### src/rtl/cmd_dispatch_pkg.sv
package cmd_dispatch_pkg;

  localparam int KIND_W = 2;

  typedef enum logic [KIND_W-1:0] {
    KIND_KERNEL = 2'd0,
    KIND_H2D    = 2'd1,
    KIND_D2H    = 2'd2,
    KIND_RSVD   = 2'd3
  } cmd_kind_e;

  function automatic logic kind_is_copy(input cmd_kind_e k);
    return (k == KIND_H2D) || (k == KIND_D2H);
  endfunction

endpackage

### src/rtl/cd_head_decode.sv
module cd_head_decode
  import cmd_dispatch_pkg::*;
(
  input  logic              head_valid,
  input  logic [KIND_W-1:0] head_kind,
  input  logic              locked,
  output logic              want_ex,
  output logic              want_dma,
  output logic              want_drop
);
  cmd_kind_e kind;
  logic      open;

  always_comb begin
    kind      = cmd_kind_e'(head_kind);
    open      = head_valid && !locked;
    want_ex   = open && (kind == KIND_KERNEL);
    want_dma  = open && kind_is_copy(kind);
    want_drop = open && (kind == KIND_RSVD);
  end
endmodule

### src/rtl/cd_rr_arbiter.sv
module cd_rr_arbiter #(
  parameter int NQ = 8
) (
  input  logic                    clk,
  input  logic                    rst_n,
  input  logic [NQ-1:0]           req,
  input  logic                    advance,
  output logic [$clog2(NQ)-1:0]   grant_idx,
  output logic                    grant_any
);
  localparam int IW = $clog2(NQ);

  logic [IW-1:0] ptr_q;

  // Rotate the request vector so the pointer lands at bit 0, take the
  // lowest set bit, then rotate the index back.
  function automatic logic [IW:0] rr_pick(input logic [NQ-1:0] r,
                                          input logic [IW-1:0] p);
    logic [2*NQ-1:0] dbl;
    logic [NQ-1:0]   rot;
    logic [IW:0]     res;
    int              s;
    dbl = {r, r} >> p;
    rot = dbl[NQ-1:0];
    res = '0;
    for (int k = NQ - 1; k >= 0; k--) begin
      if (rot[k]) begin
        s = k + int'(p);
        if (s >= NQ) s = s - NQ;
        res = {1'b1, IW'(s)};
      end
    end
    return res;
  endfunction

  logic [IW:0] pick;

  always_comb begin
    pick      = rr_pick(req, ptr_q);
    grant_any = pick[IW];
    grant_idx = pick[IW-1:0];
  end

  always_ff @(posedge clk) begin
    if (!rst_n) begin
      ptr_q <= '0;
    end else if (advance && grant_any) begin
      ptr_q <= (int'(grant_idx) == NQ - 1) ? '0 : grant_idx + 1'b1;
    end
  end
endmodule

### src/rtl/cd_lock_table.sv
module cd_lock_table #(
  parameter int NQ = 8
) (
  input  logic                  clk,
  input  logic                  rst_n,
  input  logic                  take_ex,
  input  logic [$clog2(NQ)-1:0] take_ex_idx,
  input  logic                  take_dma,
  input  logic [$clog2(NQ)-1:0] take_dma_idx,
  input  logic                  ex_done,
  input  logic [$clog2(NQ)-1:0] ex_done_tag,
  input  logic                  dma_done,
  input  logic [$clog2(NQ)-1:0] dma_done_tag,
  output logic [NQ-1:0]         locked,
  output logic [NQ-1:0]         on_dma,
  output logic [NQ-1:0]         reopen
);
  for (genvar i = 0; i < NQ; i++) begin : g_slot
    logic hit_ex_done, hit_dma_done, set_ex, set_dma;

    always_comb begin
      hit_ex_done  = ex_done  && (int'(ex_done_tag)  == i) && !on_dma[i];
      hit_dma_done = dma_done && (int'(dma_done_tag) == i) &&  on_dma[i];
      reopen[i]    = locked[i] && (hit_ex_done || hit_dma_done);
      set_ex       = take_ex  && (int'(take_ex_idx)  == i);
      set_dma      = take_dma && (int'(take_dma_idx) == i);
    end

    always_ff @(posedge clk) begin
      if (!rst_n) begin
        locked[i] <= 1'b0;
        on_dma[i] <= 1'b0;
      end else if (set_ex) begin
        locked[i] <= 1'b1;
        on_dma[i] <= 1'b0;
      end else if (set_dma) begin
        locked[i] <= 1'b1;
        on_dma[i] <= 1'b1;
      end else if (reopen[i]) begin
        locked[i] <= 1'b0;
      end
    end
  end
endmodule

### src/rtl/cmd_dispatch.sv
module cmd_dispatch
  import cmd_dispatch_pkg::*;
#(
  parameter int NQ = 8,
  parameter int PW = 32
) (
  input  logic                   clk,
  input  logic                   rst_n,
  input  logic [NQ-1:0]          q_valid,
  input  logic [2*NQ-1:0]        q_kind,
  input  logic [PW*NQ-1:0]       q_payload,
  output logic [NQ-1:0]          q_ready,
  output logic                   ex_valid,
  input  logic                   ex_ready,
  output logic [$clog2(NQ)-1:0]  ex_tag,
  output logic [PW-1:0]          ex_payload,
  output logic                   dma_valid,
  input  logic                   dma_ready,
  output logic [$clog2(NQ)-1:0]  dma_tag,
  output logic [1:0]             dma_kind,
  output logic [PW-1:0]          dma_payload,
  input  logic                   ex_done,
  input  logic [$clog2(NQ)-1:0]  ex_done_tag,
  input  logic                   dma_done,
  input  logic [$clog2(NQ)-1:0]  dma_done_tag
);
  localparam int IW = $clog2(NQ);

  // Named internal events, also watched by the bound checker.
  logic [NQ-1:0] locked_q, lock_dma_q, reopen;
  logic [NQ-1:0] req_ex, req_dma, req_drop;
  logic [IW-1:0] ex_idx, dma_idx;
  logic          ex_any, dma_any, ex_fire, dma_fire;

  for (genvar i = 0; i < NQ; i++) begin : g_head
    cd_head_decode u_dec (
      .head_valid (q_valid[i]),
      .head_kind  (q_kind[i*KIND_W +: KIND_W]),
      .locked     (locked_q[i]),
      .want_ex    (req_ex[i]),
      .want_dma   (req_dma[i]),
      .want_drop  (req_drop[i])
    );
  end

  cd_rr_arbiter #(.NQ(NQ)) u_arb_ex (
    .clk(clk), .rst_n(rst_n), .req(req_ex), .advance(ex_fire),
    .grant_idx(ex_idx), .grant_any(ex_any)
  );

  cd_rr_arbiter #(.NQ(NQ)) u_arb_dma (
    .clk(clk), .rst_n(rst_n), .req(req_dma), .advance(dma_fire),
    .grant_idx(dma_idx), .grant_any(dma_any)
  );

  always_comb begin
    ex_valid    = ex_any;
    ex_tag      = ex_idx;
    ex_payload  = q_payload[int'(ex_idx)*PW +: PW];
    dma_valid   = dma_any;
    dma_tag     = dma_idx;
    dma_kind    = q_kind[int'(dma_idx)*KIND_W +: KIND_W];
    dma_payload = q_payload[int'(dma_idx)*PW +: PW];
    ex_fire     = ex_any && ex_ready;
    dma_fire    = dma_any && dma_ready;
    for (int i = 0; i < NQ; i++) begin
      q_ready[i] = req_drop[i]
                 || (ex_fire  && (int'(ex_idx)  == i))
                 || (dma_fire && (int'(dma_idx) == i));
    end
  end

  cd_lock_table #(.NQ(NQ)) u_locks (
    .clk(clk), .rst_n(rst_n),
    .take_ex(ex_fire), .take_ex_idx(ex_idx),
    .take_dma(dma_fire), .take_dma_idx(dma_idx),
    .ex_done(ex_done), .ex_done_tag(ex_done_tag),
    .dma_done(dma_done), .dma_done_tag(dma_done_tag),
    .locked(locked_q), .on_dma(lock_dma_q), .reopen(reopen)
  );
endmodule

### config.mk
export PLATFORM = sky130hd
export DESIGN_NAME = cmd_dispatch
export DESIGN_NICKNAME = d
export VERILOG_FILES = /design/src/rtl/cmd_dispatch_pkg.sv /design/src/rtl/cd_head_decode.sv /design/src/rtl/cd_rr_arbiter.sv /design/src/rtl/cd_lock_table.sv /design/src/rtl/cmd_dispatch.sv
export SDC_FILE = /design/constraint.sdc
export NUM_CORES = 1
export LEC_CHECK = 0
export BUFFER_PORTS_ARGS = -buffer_cell sky130_fd_sc_hd__buf_4
export CAP_MARGIN = 20
export CORE_AREA = 2 2 143 145
export DETAILED_ROUTE_END_ITERATION = 16
export DIE_AREA = 0 0 145 147
export PLACE_DENSITY_LB_ADDON = 0.3
export SLEW_MARGIN = 20
export SYNTH_ARGS = -nofsm -noshare
export SYNTH_HDL_FRONTEND = slang
export SYNTH_SLANG_ARGS = --single-unit
### constraint.sdc
create_clock -name clk -period 10.6 [get_ports clk]
set_input_delay 2.12 -clock clk [delete_from_list [all_inputs] [get_ports clk]]
set_output_delay 2.12 -clock clk [all_outputs]
set_load 0.03 [all_outputs]
==> results.yml, run 1 <==
setup_path:
  r2r_slack_ns: 5.27
  crit_fanout: 35
  cp-startpoint: "q_kind[4]"
  end_kind: "primary output"
  critical_path_class: "input port to primary output"
  r2r_end: "u_locks.on_dma[3]$_SDFFE_PP0P_"
  ff2ff_path_depth: 11
  crit_path_end: "dma_payload[7]"
  startpoint_type: "input port"
  reg2reg_from: "u_arb_dma.ptr_q[2]$_SDFFE_PN0P_"
  cp.arrival_ns: 7.00
  required_ns: 8.48
clock_network:
  clkLatencyLatePin_ns: 0.26
  cts_setup_buffers: 0
  numCtsBuffers: 3
  clkTransAtPathRegs_ns: 0.07
  htree_levels: 1
  clock-sinks: 22
  cts_hold_buf: 0
  cts_max_path_buffers: 2
  postCtsResizedCells: 0
  clockRootBuffer: "clkbuf_16"
  cts_tree: "yes"
hold_path:
  hold_class: "flip-flop to flip-flop"
global_route:
  grt_pass1_wl_um: 67800
  gr-usage-all-layers: 0.392
  antenna_found_initial: 4
  grt_max_degree: 84
  grt_pass1_vias: 11900
  overflow: 0
floorplan:
  fp.dieW_um: 145
  num_io_pins: 374
  core_um2: 19800
  die_h_um: 147
  start_util: 0.482
  die_area_um2: 21300
  rows: 52
sta:
  fin_tns_setup_ns: 0
  fmax_mhz: 110
  max_slew.worst_pin.slew_ns: 1.05
  fin_crit_ns: 9.12
  hold_viol: 0
  rsz0062_at_grt: "no"
  relSlewSlack: 0.301
  period_share: 0.860
  finClkSkew_ns: 0.00192
  setup_viol: 0
  slew_violations: 0
drt:
  vias_per_cell: 6.79
  antenna_left: 0
  drt-initial-drc-count: 1656
  postRouteWirelength_um: 44400
  drtPass1Iterations: 6
  drc_errors: 0
  wl_per_cell_um: 23.4
  vias: 12800
placement:
  place.gp.congestion: 0.988
  dp_hpwl_um: 32900
  io_buffers: 373
synth:
  synthCells: 1351
  yosysWarnings: 0
  synth.largest_area_cell: "mux2i_1"
  synth_cell_types: 84
  syn_area_per_cell_um2: 7.08
  synthArstFlopShare: 0
  mappedNetlistArea_um2: 9570
  synth_ff_type: "dfxtp_1"
  yosysSeqAreaShare: 0.0460
  yosysTopAreaCellShare: 0.141
  synth_edf_count: 0
  yosys-top-cells-area: "mux2i_1 (14%), nand2_1 (8.4%), mux4_2 (4.7%)"
  ys_ff_latch: 22
  synth_nets: 1663
finish:
  fillers: 1829
  finalNetCount: 1931
  syn_to_final_growth_pct: 29.4
  drive_gt1_frac: 0.298
run:
  cap_violations: 0
status:
  outcome: "completed"
final cells by class:
cell class	count	area, um^2	area share
diodes	5	12.5	0.00101
clock buffers	4	100	0.00808
inverters	33	133	0.0107
multi-input cells	1164	8390	0.677
flip-flops and latches	22	445	0.0360
well taps	270	338	0.0273
repair buffers	395	2970	0.239
worst min path at each step:
stage	startpoint	to	slack [ns]	cells after the start
CTS	u_locks.on_dma[4]$_SDFFE_PP0P_	u_locks.on_dma[4]$_SDFFE_PP0P_	0.50	2
global route	u_locks.on_dma[4]$_SDFFE_PP0P_	u_locks.on_dma[4]$_SDFFE_PP0P_	0.55	2
global placement	u_locks.on_dma[4]$_SDFFE_PP0P_	u_locks.on_dma[4]$_SDFFE_PP0P_	0.48	2
floorplan	u_locks.on_dma[4]$_SDFFE_PP0P_	u_locks.on_dma[4]$_SDFFE_PP0P_	0.46	2
detailed placement	u_locks.on_dma[4]$_SDFFE_PP0P_	u_locks.on_dma[4]$_SDFFE_PP0P_	0.48	2
finish	u_locks.on_dma[4]$_SDFFE_PP0P_	u_locks.on_dma[4]$_SDFFE_PP0P_	0.50	2
synthesized netlist by cell type, types with 22 or more instances:
cell type / instances
nand2_1: 215
mux2i_1: 135
nor2_1: 113
a21oi_1: 86
a31oi_1: 57
clkbuf_1: 53
buf_2: 47
nand3b_1: 45
o21ai_0: 34
nand3_1: 30
inv_1: 28
a221o_1: 27
a22o_1: 27
o211ai_1: 27
o21bai_1: 24
a32o_1: 22
dfxtp_1: 22
worst max-delay path, stage by stage:
cell and delay, ns:
buf_4 0.10, inv_1 0.04, ha_1 0.32, and3b_2 0.26, mux2i_1 0.18, or4b_1 0.48, a211oi_1 0.57, a211o_1 0.20
buf_4 0.40, mux2_4 0.25, clkinv_2 0.27, nor2_2 0.82, buf_4 0.43, a22o_1 0.21, a31oi_1 0.06, buf_4 0.24
metal layers:
metal,global-route usage,share of wire,wire (um),vias up
met4,0.160,0.053,2340,0
met1,0.511,0.38,16900,6014
met5,0,0,0,-
met2,0.638,0.45,20000,946
met3,0.0773,0.12,5100,180
li1,-,-,-,5709
state kept, by name (all words and copies together), names as in the netlist:
register,flops
u_locks.locked,8
u_locks.on_dma,8
u_arb_dma.ptr_q,3
u_arb_ex.ptr_q,3
through the flow:
step           utilization  hold slack, ns  setup WS [ns]  cell area (um^2)  instances
2_1_floorplan            -           0.458           3.07              9570       1351
3_3_place_gp         0.618           0.478           1.68             12300       1884
3_5_place_dp         0.618           0.480           1.72             12300       1884
4_1_cts              0.623           0.495           1.71             12400       1888
5_1_grt              0.624           0.550           1.31             12400       1892
6_report             0.624           0.499           1.48             12400       1893
cell families after synthesis:
kind of cell	synth area share
AND/OR/NAND/NOR	0.279
AO/OA/AOI/OAI	0.331
multiplexers	0.233
buffers and inverters	0.0820
flip-flops	0.0460
adder cells (fa/ha/maj)	0.0261
XOR/XNOR	0.00366
placed cells by master, fill, tap and decap left out, types with 13 or more instances in the layout:
master and instances:
dfxtp_1 20, a21o_1 13, inv_1 28, nand3_1 30, mux4_2 20, a22o_1 27
nor3b_1 18, a32o_1 22, a221o_1 26, nand2_1 215, nor2_1 113, buf_4 395
o21bai_1 23, mux2i_1 135, o31a_1 20, o21ai_0 34, and3b_1 13, a21oi_1 85
ha_1 20, a31oi_1 57, o211ai_1 27, mux2_4 20, nand3b_1 45
Power of run 1 is left out: the tool's default activity adds up to more than one toggle a clock period on the data nets, which glitch-free logic cannot reach.
==> inputs of run 2 (changes only) <==
==> constraint.sdc (replaced) <==
create_clock -name clk -period 10.2 [get_ports clk]
set_input_delay 2.04 -clock clk [delete_from_list [all_inputs] [get_ports clk]]
set_output_delay 2.04 -clock clk [all_outputs]
set_load 0.03 [all_outputs]
==> run 2 against run 1 <==
  * Final area about the same
  * Critical endpoint is now ex_payload[19]
  * Utilization grew 0.050 points
  * Via count decreased by 0.44%
  * Count of clock-buffer cells in the layout is the same
  * Global-route usage fell by 0.58 points
  * Die area did not move
  * Hold slack got worse by 0.0057 ns
  * Register-to-register slack improved by 0.02 ns
  * Non-clock buffer count is 2 higher
  * Setup slack got worse by 0.43 ns
  * Routed wire length is essentially flat
==> results.yml, run 2 (synthesis gave the netlist of run 1 again) <==
floorplan:
  num_io_pins: 374
  core_um2: 19800
  fp.dieW_um: 145
  rows: 52
  start_util: 0.482
  die_h_um: 147
  die_area_um2: 21300
run:
  cap_violations: 0
sta:
  rsz0062_at_grt: "no"
  slew_violations: 0
  period_share: 0.897
  fmax_mhz: 109
  setup_viol: 0
  fin_crit_ns: 9.15
  relSlewSlack: 0.240
  finClkSkew_ns: 0.00145
  hold_viol: 0
  max_slew.worst_pin.slew_ns: 1.14
  fin_tns_setup_ns: 0
global_route:
  grt_pass1_vias: 12100
  antenna_found_initial: 4
  grt_max_degree: 65
  gr-usage-all-layers: 0.387
  overflow: 0
  grt_pass1_wl_um: 66800
finish:
  layout_commonest_cell: "buf_4"
  drive_gt1_frac: 0.298
  finalNetCount: 1933
  final_cell_mix: "buf_4 (396), nand2_1 (215), mux2i_1 (135)"
  fillers: 1860
  syn_to_final_growth_pct: 29.5
  largestRegisters: "u_locks.locked: 8 flops, u_locks.on_dma: 8 flops"
drt:
  wl_per_cell_um: 23.4
  antenna_left: 0
  drt-initial-drc-count: 1272
  vias: 12800
  drtPass1Iterations: 5
  vias_per_cell: 6.75
  drc_errors: 0
  postRouteWirelength_um: 44300
clock_network:
  cts_max_path_buffers: 2
  postCtsResizedCells: 0
  numCtsBuffers: 3
  cts_hold_buf: 0
  clkLatencyLatePin_ns: 0.26
  htree_levels: 1
  clkTransAtPathRegs_ns: 0.06
  cts_tree: "yes"
  clock-sinks: 22
  clockRootBuffer: "clkbuf_16"
  cts_setup_buffers: 0
setup_path:
  required_ns: 8.16
  crit_path_end: "ex_payload[19]"
  ff2ff_path_depth: 11
  reg2reg_from: "u_arb_ex.ptr_q[2]$_SDFFE_PN0P_"
  critical_path_class: "input port to primary output"
  end_kind: "primary output"
  cp.arrival_ns: 7.11
  cp-startpoint: "q_kind[4]"
  r2r_end: "u_locks.on_dma[2]$_SDFFE_PP0P_"
  startpoint_type: "input port"
  crit_fanout: 64
  r2r_slack_ns: 5.29
hold_path:
  hold_class: "flip-flop to flip-flop"
placement:
  place.gp.congestion: 1.02
  dp_hpwl_um: 32600
  io_buffers: 373
status:
  outcome: "completed"
run 2: cell count changes in the layout (fill, tap and decap cells not counted):
cell / delta
clkbuf_8: +1
clkbuf_16: -1
inv_4: +1
inv_6: -1
dfxtp_2: -1
dfxtp_1: +1
buf_12: +1
diode_2: -1
buf_4: +1
run 2: worst max-delay path, cell delays in order:
cell and delay (ns):
buf_4 0.13, inv_1 0.06, ha_1 0.24, nor4bb_1 0.54
nor4_1 0.16, nor4_2 0.75, nor4b_1 0.16, o21bai_2 0.93
and2_4 0.63, buf_4 0.65, mux2i_1 0.16, mux2_2 0.30
o22ai_1 0.13, buf_4 0.18
run 2: worst min path at each step:
| stage | slack, ns | end | from | depth (start not counted) |
|---|---|---|---|---|
| final | 0.49 | u_locks.on_dma[4]$_SDFFE_PP0P_ | u_locks.on_dma[4]$_SDFFE_PP0P_ | 2 |
| after global routing | 0.53 | u_locks.on_dma[4]$_SDFFE_PP0P_ | u_locks.on_dma[4]$_SDFFE_PP0P_ | 2 |
| after CTS | 0.49 | u_locks.on_dma[4]$_SDFFE_PP0P_ | u_locks.on_dma[4]$_SDFFE_PP0P_ | 2 |
| after detailed placement | 0.48 | u_locks.on_dma[4]$_SDFFE_PP0P_ | u_locks.on_dma[4]$_SDFFE_PP0P_ | 2 |
| after global placement | 0.47 | u_locks.on_dma[4]$_SDFFE_PP0P_ | u_locks.on_dma[4]$_SDFFE_PP0P_ | 2 |
| after floorplan | 0.46 | u_locks.on_dma[4]$_SDFFE_PP0P_ | u_locks.on_dma[4]$_SDFFE_PP0P_ | 2 |
run 2: area by class of cell:
class                           count  area (um^2)  share of cell area
Timing Repair Buffer              397         2990               0.241
Sequential cell                    22          444              0.0358
Clock buffer                        4         88.8             0.00717
Inverter                           33          130              0.0105
Tap cell                          270          338              0.0273
Multi-Input combinational cell   1164         8390               0.677
Antenna cell                        4         10.0            0.000808
run 2: per-stage QoR:
stage | std cells | utilization | worst slack [ns] | hold slack, ns | cell area (um^2)
floorplan | 1351 | - | 2.83 | 0.458 | 9570
global placement | 1886 | 0.620 | 1.39 | 0.470 | 12300
detailed placement | 1886 | 0.620 | 1.24 | 0.480 | 12300
CTS | 1890 | 0.624 | 1.22 | 0.490 | 12400
global route | 1894 | 0.625 | 0.784 | 0.529 | 12400
finish | 1894 | 0.625 | 1.05 | 0.493 | 12400
run 2: metal layers:
metal	GRT usage	share of wire	vias to the layer above	wire length [um]
met5	0	0	-	0
met4	0.189	0.056	0	2470
met1	0.482	0.37	5999	16300
met3	0.0773	0.11	168	5040
met2	0.640	0.46	913	20500
li1	-	-	5713	-
Power of run 2 is left out for the same reason.
==> inputs of run 3 (changes only) <==
==> constraint.sdc (replaced) <==
create_clock -name clk -period 8.71 [get_ports clk]
set_input_delay 1.742 -clock clk [delete_from_list [all_inputs] [get_ports clk]]
set_output_delay 1.742 -clock clk [all_outputs]
set_load 0.03 [all_outputs]
==> run 3 against run 2 <==
  * Setup slack worse by 0.29 ns
  * Via count is 1.6% higher
  * Critical path type unchanged
  * Count of clock-buffer cells in the layout stayed put
  * Routed wire length is 3.9% higher
  * Clock skew is 0.00074 ns higher
  * Global-route usage is 2.0 points higher
  * Die area stayed put
  * Non-clock buffer count is 6 higher
  * Highest routed layer unchanged
  * Register-to-register slack worse by 1.3 ns
  * Final area is 0.77% higher
==> results.yml, run 3 (synthesis gave the netlist of run 1 again) <==
sta:
  period_share: 0.913
  setup_viol: 0
  rsz0062_at_grt: "no"
  relSlewSlack: 0.283
  finClkSkew_ns: 0.00219
  fin_crit_ns: 7.95
  slew_violations: 0
  fin_tns_setup_ns: 0
  max_slew.worst_pin.slew_ns: 1.06
  fmax_mhz: 126
  hold_viol: 0
setup_path:
  critical_path_class: "input port to primary output"
  required_ns: 6.97
  end_kind: "primary output"
  path_common_cell: "buf_4"
  cp.arrival_ns: 6.21
  startpoint_type: "input port"
  crit_path_top_delay_cell: "nor2b_4"
  max_stage_delay_ns: 0.73
  cp_cell_sequence: "buf_4 -> inv_1 -> ha_1 -> and3b_1 -> mux2i_1 -> mux4_2 -> o31a_1 -> a21oi_4 -> buf_4 -> nor2b_4 -> buf_4 -> a21oi_1 -> a221o_1 -> a31oi_1 -> buf_4"
  crit_fanout: 26
floorplan:
  core_um2: 19800
  die_area_um2: 21300
  fp.dieW_um: 145
  num_io_pins: 374
  start_util: 0.482
  die_h_um: 147
  rows: 52
clock_network:
  htree_levels: 1
  clockRootBuffer: "clkbuf_16"
  clock-sinks: 22
  postCtsResizedCells: 0
  cts_max_path_buffers: 2
  clkTransAtPathRegs_ns: 0.06
  cts_tree: "yes"
  numCtsBuffers: 3
  cts_hold_buf: 0
  clkLatencyLatePin_ns: 0.26
  cts_setup_buffers: 0
finish:
  largestRegisters: "u_locks.locked: 8 flops, u_locks.on_dma: 8 flops"
  drive_gt1_frac: 0.301
  finalNetCount: 1939
  fillers: 1839
  final_cell_mix: "buf_4 (399), nand2_1 (215), mux2i_1 (135)"
  layout_commonest_cell: "buf_4"
  syn_to_final_growth_pct: 30.5
run:
  cap_violations: 0
hold_path:
  hold_class: "flip-flop to flip-flop"
drt:
  drt-initial-drc-count: 1823
  highest_layer: "met4"
  met1_length_um: 16900
  met2_length_um: 20600
  postRouteWirelength_um: 46000
  vias_per_cell: 6.83
  antenna_left: 0
  drc_errors: 0
  drtPass1Iterations: 7
  wl_met3_um: 6010
  vias: 13000
  wl_per_cell_um: 24.2
placement:
  place.gp.congestion: 1.09
  io_buffers: 373
  dp_hpwl_um: 34200
global_route:
  overflow: 0
  grt_pass1_wl_um: 69400
  grt_pass1_vias: 12000
  grt_max_degree: 110
  gr-usage-all-layers: 0.406
  antenna_found_initial: 9
status:
  outcome: "completed"
run 3: changes by cell type in the layout (fill, tap and decap cells not counted), sizes merged:
cell / delta
diode: +5
buf: +6
run 3: stage by stage:
step	hold WS, ns	instance area, um^2	worst slack (ns)	cells	utilization
final	0.508	12500	0.759	1905	0.629
after global routing	0.531	12500	0.597	1905	0.629
after CTS	0.511	12500	0.886	1896	0.628
after detailed placement	0.498	12400	0.906	1892	0.624
after global placement	0.478	12400	0.958	1892	0.624
after floorplan	0.458	9570	1.94	1351	-
run 3: per-layer routing:
metal  track usage  vias up
met5             0        -
met4         0.177        0
met3        0.0950      205
met2         0.646     1061
met1         0.527     6009
li1              -     5729
run 3: final cells by class:
| cell class | instances | area [um^2] | share of cell area |
|---|---|---|---|
| multi-input cells | 1164 | 8390 | 0.672 |
| well taps | 270 | 338 | 0.0271 |
| flip-flops and latches | 22 | 444 | 0.0356 |
| inverters | 33 | 130 | 0.0104 |
| repair buffers | 403 | 3080 | 0.246 |
| diodes | 9 | 22.5 | 0.00180 |
| clock buffers | 4 | 88.8 | 0.00711 |
run 3: path summary, 6_finish.rpt:
check	cells after the start	start	endpoint	slack [ns]
setup / recovery	15	q_kind[15]	dma_payload[22]	0.76
setup reg to reg	10	u_arb_ex.ptr_q[2]$_SDFFE_PN0P_	u_locks.on_dma[3]$_SDFFE_PP0P_	3.95
hold reg to reg	2	u_locks.on_dma[4]$_SDFFE_PP0P_	u_locks.on_dma[4]$_SDFFE_PP0P_	0.51
hold / removal	2	u_locks.on_dma[4]$_SDFFE_PP0P_	u_locks.on_dma[4]$_SDFFE_PP0P_	0.51
run 3: critical path: cells and delay by family:
kind | cells | cell delay [ns]
buffers and inverters | 5 | 0.97
multiplexers | 2 | 0.75
adder cells (fa/ha/maj) | 1 | 0.31
AO/OA/AOI/OAI | 5 | 1.35
AND/OR/NAND/NOR | 2 | 1.06
Power of run 3 is left out for the same reason.
